<file path="src/rtl/rh_pkg.sv">
`timescale 1ns/1ps
package rh_pkg;
   localparam int NUM_SRC   = 3;
   localparam int SRC_PIN   = 0;
   localparam int SRC_SUP   = 1;
   localparam int SRC_LOSS  = 2;
   localparam int REG_W     = 8;
   localparam int MON_EN_B  = 7;
   localparam int MON_ST_B  = 6;
   typedef logic [NUM_SRC-1:0] src_vec_t;
endpackage

</file>
<file path="src/rtl/rh_sync.sv">
`timescale 1ns/1ps
module rh_sync #(
   parameter int   STAGES  = 2,
   parameter logic RST_VAL = 1'b1
) (
   input  logic clk,
   input  logic rst_n,
   input  logic d,
   output logic q
);
   logic [STAGES-1:0] chain;

   generate
      if (STAGES < 2) begin : g_bad
         $error("rh_sync: STAGES must be at least 2");
      end
      for (genvar i = 0; i < STAGES; i++) begin : g_stage
         if (i == 0) begin : g_first
            always_ff @(posedge clk or negedge rst_n) begin
               if (!rst_n) chain[0] <= RST_VAL;
               else        chain[0] <= d;
            end
         end else begin : g_next
            always_ff @(posedge clk or negedge rst_n) begin
               if (!rst_n) chain[i] <= RST_VAL;
               else        chain[i] <= chain[i-1];
            end
         end
      end
   endgenerate

   assign q = chain[STAGES-1];
endmodule

</file>
<file path="src/rtl/rh_clk_mon.sv">
`timescale 1ns/1ps
module rh_clk_mon #(
   parameter int TIMEOUT     = 16,
   parameter int SYNC_STAGES = 2
) (
   input  logic ref_clk,
   input  logic rst_n,
   input  logic enable,
   input  logic mon_clk,
   output logic lost
);
   localparam int CW = $clog2(TIMEOUT + 1);
   localparam logic [CW-1:0] RELOAD = CW'(TIMEOUT);

   logic lvl_s, lvl_d, edge_seen;
   logic [CW-1:0] cnt;

   rh_sync #(.STAGES(SYNC_STAGES), .RST_VAL(1'b0)) u_lvl_sync (
      .clk(ref_clk), .rst_n(rst_n), .d(mon_clk), .q(lvl_s)
   );

   always_ff @(posedge ref_clk or negedge rst_n) begin
      if (!rst_n) lvl_d <= 1'b0;
      else        lvl_d <= lvl_s;
   end

   assign edge_seen = lvl_s ^ lvl_d;

   always_ff @(posedge ref_clk or negedge rst_n) begin
      if (!rst_n) begin
         cnt  <= RELOAD;
         lost <= 1'b0;
      end else begin
         if (!enable || edge_seen)  cnt <= RELOAD;
         else if (cnt != '0)        cnt <= cnt - 1'b1;
         lost <= enable && !edge_seen && (cnt == '0);
      end
   end
endmodule

</file>
<file path="src/rtl/rh_rst_seq.sv">
`timescale 1ns/1ps
module rh_rst_seq
   import rh_pkg::*;
#(
   parameter int HOLD = 8
) (
   input  logic     ref_clk,
   input  logic     rst_n,
   input  src_vec_t src,
   output logic     sys_rst_n,
   output src_vec_t flags
);
   localparam int HW = $clog2(HOLD + 1);
   localparam logic [HW-1:0] HOLD_V = HW'(HOLD);

   logic          in_rst;
   logic [HW-1:0] hold_cnt;
   src_vec_t      acc;

   always_ff @(posedge ref_clk or negedge rst_n) begin
      if (!rst_n) begin
         in_rst   <= 1'b1;
         hold_cnt <= HOLD_V;
         acc      <= '0;
         flags    <= '0;
      end else if (|src) begin
         in_rst   <= 1'b1;
         hold_cnt <= HOLD_V;
         acc      <= acc | src;
      end else if (in_rst) begin
         if (hold_cnt <= HW'(1)) begin
            in_rst <= 1'b0;
            flags  <= acc;
            acc    <= '0;
         end else begin
            hold_cnt <= hold_cnt - 1'b1;
         end
      end
   end

   assign sys_rst_n = ~in_rst;
endmodule

</file>
<file path="src/rtl/reset_hub.sv">
`timescale 1ns/1ps
module reset_hub
   import rh_pkg::*;
#(
   parameter int TIMEOUT     = 16,
   parameter int HOLD        = 8,
   parameter int SYNC_STAGES = 2
) (
   input  logic             ref_clk,
   input  logic             por_n,
   input  logic             sys_clk,
   input  logic             ext_rst_n,
   input  logic             sup_above,
   input  logic             reg_we,
   input  logic             reg_sel,
   input  logic [REG_W-1:0] reg_wdata,
   output logic [REG_W-1:0] reg_rdata,
   output logic             sys_rst_n
);
   generate
      if (TIMEOUT < 2) begin : g_chk_to
         $error("reset_hub: TIMEOUT must be at least 2");
      end
      if (HOLD < 1) begin : g_chk_hold
         $error("reset_hub: HOLD must be at least 1");
      end
   endgenerate

   logic     pin_s, sup_s, pin_low, clk_loss, sup_trip;
   logic     mcd_en, mon_en, sup_sel;
   src_vec_t src, flags;

   rh_sync #(.STAGES(SYNC_STAGES), .RST_VAL(1'b1)) u_pin_sync (
      .clk(ref_clk), .rst_n(por_n), .d(ext_rst_n), .q(pin_s)
   );
   rh_sync #(.STAGES(SYNC_STAGES), .RST_VAL(1'b1)) u_sup_sync (
      .clk(ref_clk), .rst_n(por_n), .d(sup_above), .q(sup_s)
   );

   rh_clk_mon #(.TIMEOUT(TIMEOUT), .SYNC_STAGES(SYNC_STAGES)) u_mon (
      .ref_clk(ref_clk), .rst_n(por_n), .enable(mcd_en),
      .mon_clk(sys_clk), .lost(clk_loss)
   );

   assign pin_low  = ~pin_s;
   assign sup_trip = mon_en & sup_sel & ~sup_s;

   always_comb begin
      src           = '0;
      src[SRC_PIN]  = pin_low;
      src[SRC_SUP]  = sup_trip;
      src[SRC_LOSS] = clk_loss;
   end

   rh_rst_seq #(.HOLD(HOLD)) u_seq (
      .ref_clk(ref_clk), .rst_n(por_n), .src(src),
      .sys_rst_n(sys_rst_n), .flags(flags)
   );

   always_ff @(posedge ref_clk or negedge por_n) begin
      if (!por_n) begin
         mcd_en  <= 1'b0;
         sup_sel <= 1'b0;
         mon_en  <= 1'b0;
      end else if (reg_we) begin
         if (!reg_sel) begin
            mcd_en  <= reg_wdata[SRC_LOSS];
            sup_sel <= reg_wdata[SRC_SUP];
         end else begin
            mon_en  <= reg_wdata[MON_EN_B];
         end
      end
   end

   always_comb begin
      reg_rdata = '0;
      if (!reg_sel) begin
         reg_rdata[NUM_SRC-1:0] = flags;
      end else begin
         reg_rdata[MON_EN_B] = mon_en;
         reg_rdata[MON_ST_B] = sup_s;
      end
   end
endmodule

</file>
<file path="config.mk">
export PLATFORM = sky130hd
export DESIGN_NAME = reset_hub
export DESIGN_NICKNAME = d
export VERILOG_FILES = /design/src/rtl/rh_pkg.sv /design/src/rtl/rh_sync.sv /design/src/rtl/rh_clk_mon.sv /design/src/rtl/rh_rst_seq.sv /design/src/rtl/reset_hub.sv
export SDC_FILE = /design/constraint.sdc
export NUM_CORES = 1
export LEC_CHECK = 0
export BUFFER_PORTS_ARGS = -buffer_cell sky130_fd_sc_hd__buf_2
export CORE_ASPECT_RATIO = 1.5
export CORE_MARGIN = 5
export CORE_UTILIZATION = 47
export DETAILED_ROUTE_END_ITERATION = 10
export PLACE_DENSITY = 0.7
export SLEW_MARGIN = 25
export SYNTH_ARGS = -nofsm -noshare
export SYNTH_HDL_FRONTEND = slang
export SYNTH_HIERARCHICAL = 1
export SYNTH_SLANG_ARGS = --single-unit
</file>
<file path="constraint.sdc">
create_clock -name ref_clk -period 2.3 [get_ports ref_clk]
set_clock_uncertainty 0.2 [all_clocks]
set_input_delay 0.46 -clock ref_clk [delete_from_list [all_inputs] [get_ports ref_clk]]
set_output_delay 0.46 -clock ref_clk [all_outputs]
set_load 0.01 [all_outputs]
</file>
# [After elaboration in Yosys (flattened, before gate mapping)]
# Cells that the tools add are included.
# W data, S select, Z words.
[totals] regBits=27 inputBits=15 elab_cells=58
[classes] n_addsub=2 order_cmp=1 reduce_logical=16 mux=13 eq_ne=1 n_bitwise=9
[op_table] cell="$mux W3" n=4
[op_table] cell="$mux W4" n=3
[op_table] cell="$mux W5" n=2
[op_table] cell="$reduce_and A2 Y1" n=4
[op_table] cell="$reduce_bool A2 Y1" n=3
[op_table] cell="$logic_not A5 Y1" n=1
[op_table] cell="$not A1 Y1" n=5
[op_table] cell="$reduce_bool A5 Y1" n=1
[op_table] cell="$sub A5 B1 Y5 const B" n=1
[op_table] cell="$le A4 B1 Y1 const B" n=1
[op_table] cell="$sub A4 B1 Y4 const B" n=1
[op_table] cell="$mux W1" n=3
[op_table] cell="$or A3 B3 Y3" n=1
[op_table] cell="$reduce_and A3 Y1" n=1
[op_table] cell="$reduce_or A3 Y1" n=1
[op_table] cell="$and A1 B1 Y1" n=2
[op_table] cell="$logic_and A1 B1 Y1" n=2
[op_table] cell="$logic_not A1 Y1" n=2
[op_table] cell="$mux W2" n=1
[op_table] cell="$ne A2 B1 Y1 const B" n=1
[op_table] cell="$logic_or A1 B1 Y1" n=1
[op_table] cell="$xor A1 B1 Y1" n=1

# [Depth between registers and ports, before layout]
[depth] depth_word=5 mapped_depth=6 depth_no_buf=5

# [Hierarchy]
# The synthesis kept the hierarchy.
[modules_own_cells] mod="rh_rst_seq" instances=1 cells_each=42 area_per_inst_um2=533.0
[modules_own_cells] mod="rh_clk_mon" instances=1 cells_each=30 area_per_inst_um2=321.6
[modules_own_cells] mod="reset_hub" instances=1 cells_each=20 area_per_inst_um2=203.9
[modules_own_cells] mod="rh_sync (u_pin_sync ...)" instances=2 cells_each=2 area_per_inst_um2=52.6
[modules_own_cells] mod="rh_sync (u_mon.u_lvl_sync)" instances=1 cells_each=2 area_per_inst_um2=50.0

# [Worst setup path after synthesis]
# OpenSTA, ideal clock, no wires.
[synth_path] kind="register -> register" startpoint="register u_mon.cnt[0]" endpoint="register u_mon.cnt[0]" stages_incl_launch_ff=7 n_path_buf=1 slack_ps=605 arrival_ps=1371 setup_time_ps=124 required_ps=1976 cell_sequence="dfrtp_1 > inv_1 > ha_1 > or4b_1 > buf_2 > xnor2_1 > nor2_1"
[synth_between] elab_chain_len=3
[synth_rtl] element="start: declaration" line="rh_clk_mon.sv:16" rtl="logic [CW-1:0] cnt;"
[synth_rtl] element="start signal: assignment" line="rh_clk_mon.sv:35" rtl="else if (cnt != '0) cnt <= cnt - 1'b1;"
[synth_rtl] element="$sub A5 B1 Y5" line="rh_clk_mon.sv:35"
[synth_rtl] element="$mux W5" line="rh_clk_mon.sv:35"
[synth_rtl] element="$mux W5" line="rh_clk_mon.sv:34" rtl="if (!enable || edge_seen) cnt <= RELOAD;"
# Parallel ways exist; a longest one is shown, timed or not. The select of a mux whose other input is x is not followed.
# A chain may end at the register's enable or synchronous reset.

# [Worst setup path in the final report]
# Same ends and word-level chain as after synthesis.

==> impl_metrics.json <==
{
  "regArea_um2": 684.4,
  "cp.depth": 5,
  "worst_ep_required_time_ps": 2310,
  "area_delta_synth_final_pct": 11.75,
  "path_max_fanout": 5,
  "critPathLaunchType": "flip-flop",
  "fp.coreArea_mm2": 0.002477,
  "ys_seq_area_share_pct": 56.39,
  "post-route-period-util_pct": 80.41,
  "hp-class": "primary input to flip-flop",
  "r2r_end": "u_mon/cnt[0]$_DFFE_PN0P_",
  "fin_area_mm2": 0.001356,
  "synth_common_cells": "20 x dfrtp_1, 9 x nand2_1, 7 x dfstp_2, 7 x inv_1, 7 x nor2_1",
  "cts_tree": "yes",
  "fillers": 205,
  "r2r-start": "u_mon/cnt[0]$_DFFE_PN0P_",
  "timing.critical_path.to_type": "flip-flop",
  "worst_pin_slew_ps": 568.5,
  "grt_pass1_vias": 766,
  "portBuffers": 15,
  "n_antenna_cell": 0,
  "crit_buf_inv": 1,
  "tns_ps": 0,
  "rr_worst_depth": 5,
  "post_cts_buffers": 0,
  "ios": 24,
  "worstSetupPathType": "flip-flop to flip-flop",
  "final_max_slew_viol_count": 0,
  "via_per_inst": 5.134,
  "fp.dieArea_mm2": 0.003719,
  "timing.fmax_mhz": 540.7,
  "clock-sinks": 27,
  "min_path_cells": 1,
  "nets": 137,
  "vias": 729,
  "gp_congestion": 0.7762,
  "ctsRootBufferMaster": "clkbuf_4",
  "yosysWarnings": 6,
  "initialDrtViolationCount": 16,
  "final_cells": 142,
  "grt_max_degree": 28,
  "synth-edff-count": 0,
  "cts-resized-gates": 0,
  "drtAntennaViolNets": 0,
  "ys_types": 32,
  "cts_max_level": 1,
  "antenna_found_initial": 0,
  "layout_min_cycle_time_ps": 1849,
  "path_cells": "inv_1 -> ha_1 -> or4b_1 -> xnor2_1 -> nor2_1",
  "final_layout_size_suffix_gt1_share_pct": 33.05,
  "drt-total-wl_mm": 1.776,
  "ys_seq_elements": 27,
  "yosysMostFrequentCell": "dfrtp_1",
  "peakVddDrop_uv": 485.5,
  "dr.pass1.iters": 4,
  "clockBufferDepth": 2,
  "routedWlPerCell_um": 12.51,
  "syn_inst": 98,
  "synth.area.top_cells": "dfrtp_1 41%, dfstp_2 15%, mux2_4 4.9%",
  "min_to": "u_mon/u_lvl_sync/chain[0]$_DFF_PN0_",
  "critPathSlowestCell": "or4b_1",
  "clkSlewWorstSetupHoldPaths_ps": 140,
  "worstSkewPairLatency_ps": 320,
  "run_status": "finished clean",
  "fp-row-count": 22,
  "fp.dieW_um": 51.49,
  "r2r_setup_slack_ps": 450,
  "power.density_mw_per_mm2": 972.9,
  "syn_avg_cell_area_um2": 12.38,
  "placed_cells": 135,
  "drc": 0,
  "rsz0062_at_grt": "false",
  "hold_viol": 0,
  "numCtsBuffers": 3,
  "slew_headroom_pct": 62.10,
  "crit_family": "simple AND/OR/NAND/NOR gates",
  "synth_top_area_cell": "dfrtp_1",
  "hp-start": "sys_clk",
  "syn_area_mm2": 0.001214,
  "start_util_pct": 48.99,
  "fin_hold_ws_ps": 30.80,
  "arrival_ps": 1860,
  "die_y_um": 72.24,
  "async_reset_ff_share_pct": 100.0,
  "grt_pass1_wl_mm": 3.305,
  "ys.flop_type": "dfrtp_1",
  "grt_use_total_pct": 11.96,
  "max-cap-violations": 0,
  "critical-path-max-stage-delay_ps": 580,
  "gr-total-overflow": 0,
  "placed_cell_area_mm2": 0.001299,
  "multiInputGateArea_um2": 483.0,
  "synth_top_area_share_pct": 41.24,
  "dp_hpwl_mm": 1.331,
  "total_power_mw": 1.320,
  "setup_violations": 0,
  "cellLeakagePower_nw": 0.6572
}
-- per-layer routing --
layer,vias to the layer above,track usage [%],wire [µm]
met2,17,19.55,958
met5,-,0,0
li1,358,-,-
met4,0,7.872,49
met1,350,14.30,675
met3,4,1.848,92
-- placed cells by master (no fill, tap or decap), types with 2 or more instances in the layout --
| master | synthesis | final |
|---|---|---|
| nand3b_1 | 2 | 2 |
| conb_1 | 1 | 3 |
| nand2_1 | 9 | 9 |
| o211ai_1 | 2 | 2 |
| or2b_1 | 3 | 3 |
| mux2_1 | 2 | 2 |
| mux2i_1 | 2 | 2 |
| dfrtp_1 | 20 | 20 |
| inv_1 | 7 | 7 |
| a21oi_1 | 2 | 2 |
| o21a_1 | 3 | 3 |
| dfstp_2 | 7 | 7 |
| ha_1 | 3 | 3 |
| xnor2_1 | 2 | 2 |
| nand2b_1 | 2 | 2 |
| mux2_4 | 4 | 4 |
| and2_2 | 2 | 2 |
| clkbuf_4 | 0 | 3 |
| nor2_1 | 7 | 7 |
| dlygate4sd3_1 | 0 | 3 |
| and2b_2 | 3 | 3 |
| buf_2 | 1 | 15 |
-- logic make-up (layout without fill, tap and decap cells) --
| family | count (synthesis) | count (layout) | synth area share (%) |
|---|---|---|---|
| buffers and inverters | 11 | 29 | 4.433 |
| xor gates and xnor gates | 2 | 2 | 1.444 |
| other | 1 | 3 | 0.3090 |
| muxes | 8 | 8 | 8.454 |
| and+or+nand+nor | 35 | 35 | 18.97 |
| AOI/OAI and AO/OA | 11 | 11 | 6.907 |
| adders and majority gates | 3 | 3 | 3.093 |
| DFF | 27 | 27 | 56.39 |
-- layout make-up --
type / instances / share of cell area, %
tap: 24 / 2.214
clock buffer: 3 / 1.661
timing repair buffer: 18 / 7.749
sequential: 27 / 50.46
clock inverter: 1 / 0.3690
inverter: 7 / 1.937
multi-input combinational: 62 / 35.61
-- metrics by stage --
step,setup slack (ps),utilization [%]
global placement,510.9,52.42
global route,378.9,54.75
CTS,442.1,54.75
floorplan,605.3,-
finish,450.6,54.75
detailed placement,470.1,52.42
-- power by group --
part | switching [mW] | internal (mW) | leakage (nW) | total (mW)
clock | 0.133 | 0.0651 | 0.0177 | 0.198
combinational | 0.198 | 0.231 | 0.322 | 0.428
sequential | 0.0870 | 0.606 | 0.317 | 0.693
-- timing repair --
item,in CTS,in global routing
hold buffers,3,0
endpoints found under the hold margin,22,0
endpoints found under the setup margin,0,0
-- state kept, by name (all words and copies together) (netlist names), 3 cells and up --
signal          flops
u_mon/cnt           5
u_seq/hold_cnt      4
u_seq/acc           3
u_seq/flags         3
-- worst max path at each step --
stage | from | end | slack, ps
after floorplan | u_mon/cnt[0]$_DFFE_PN0P_ | u_mon/cnt[0]$_DFFE_PN0P_ | 610
after global placement | u_sup_sync/q$_DFF_PN1_ | u_seq/flags[1]$_DFFE_PN0P_ | 510
after detailed placement | u_sup_sync/q$_DFF_PN1_ | u_seq/flags[1]$_DFFE_PN0P_ | 470
after CTS | u_mon/cnt[0]$_DFFE_PN0P_ | u_mon/cnt[0]$_DFFE_PN0P_ | 440
after global routing | u_mon/cnt[1]$_DFFE_PN0P_ | u_mon/cnt[0]$_DFFE_PN0P_ | 380
final | u_mon/cnt[0]$_DFFE_PN0P_ | u_mon/cnt[0]$_DFFE_PN0P_ | 450
No activity file was read; power rests on OpenSTA's default activity.
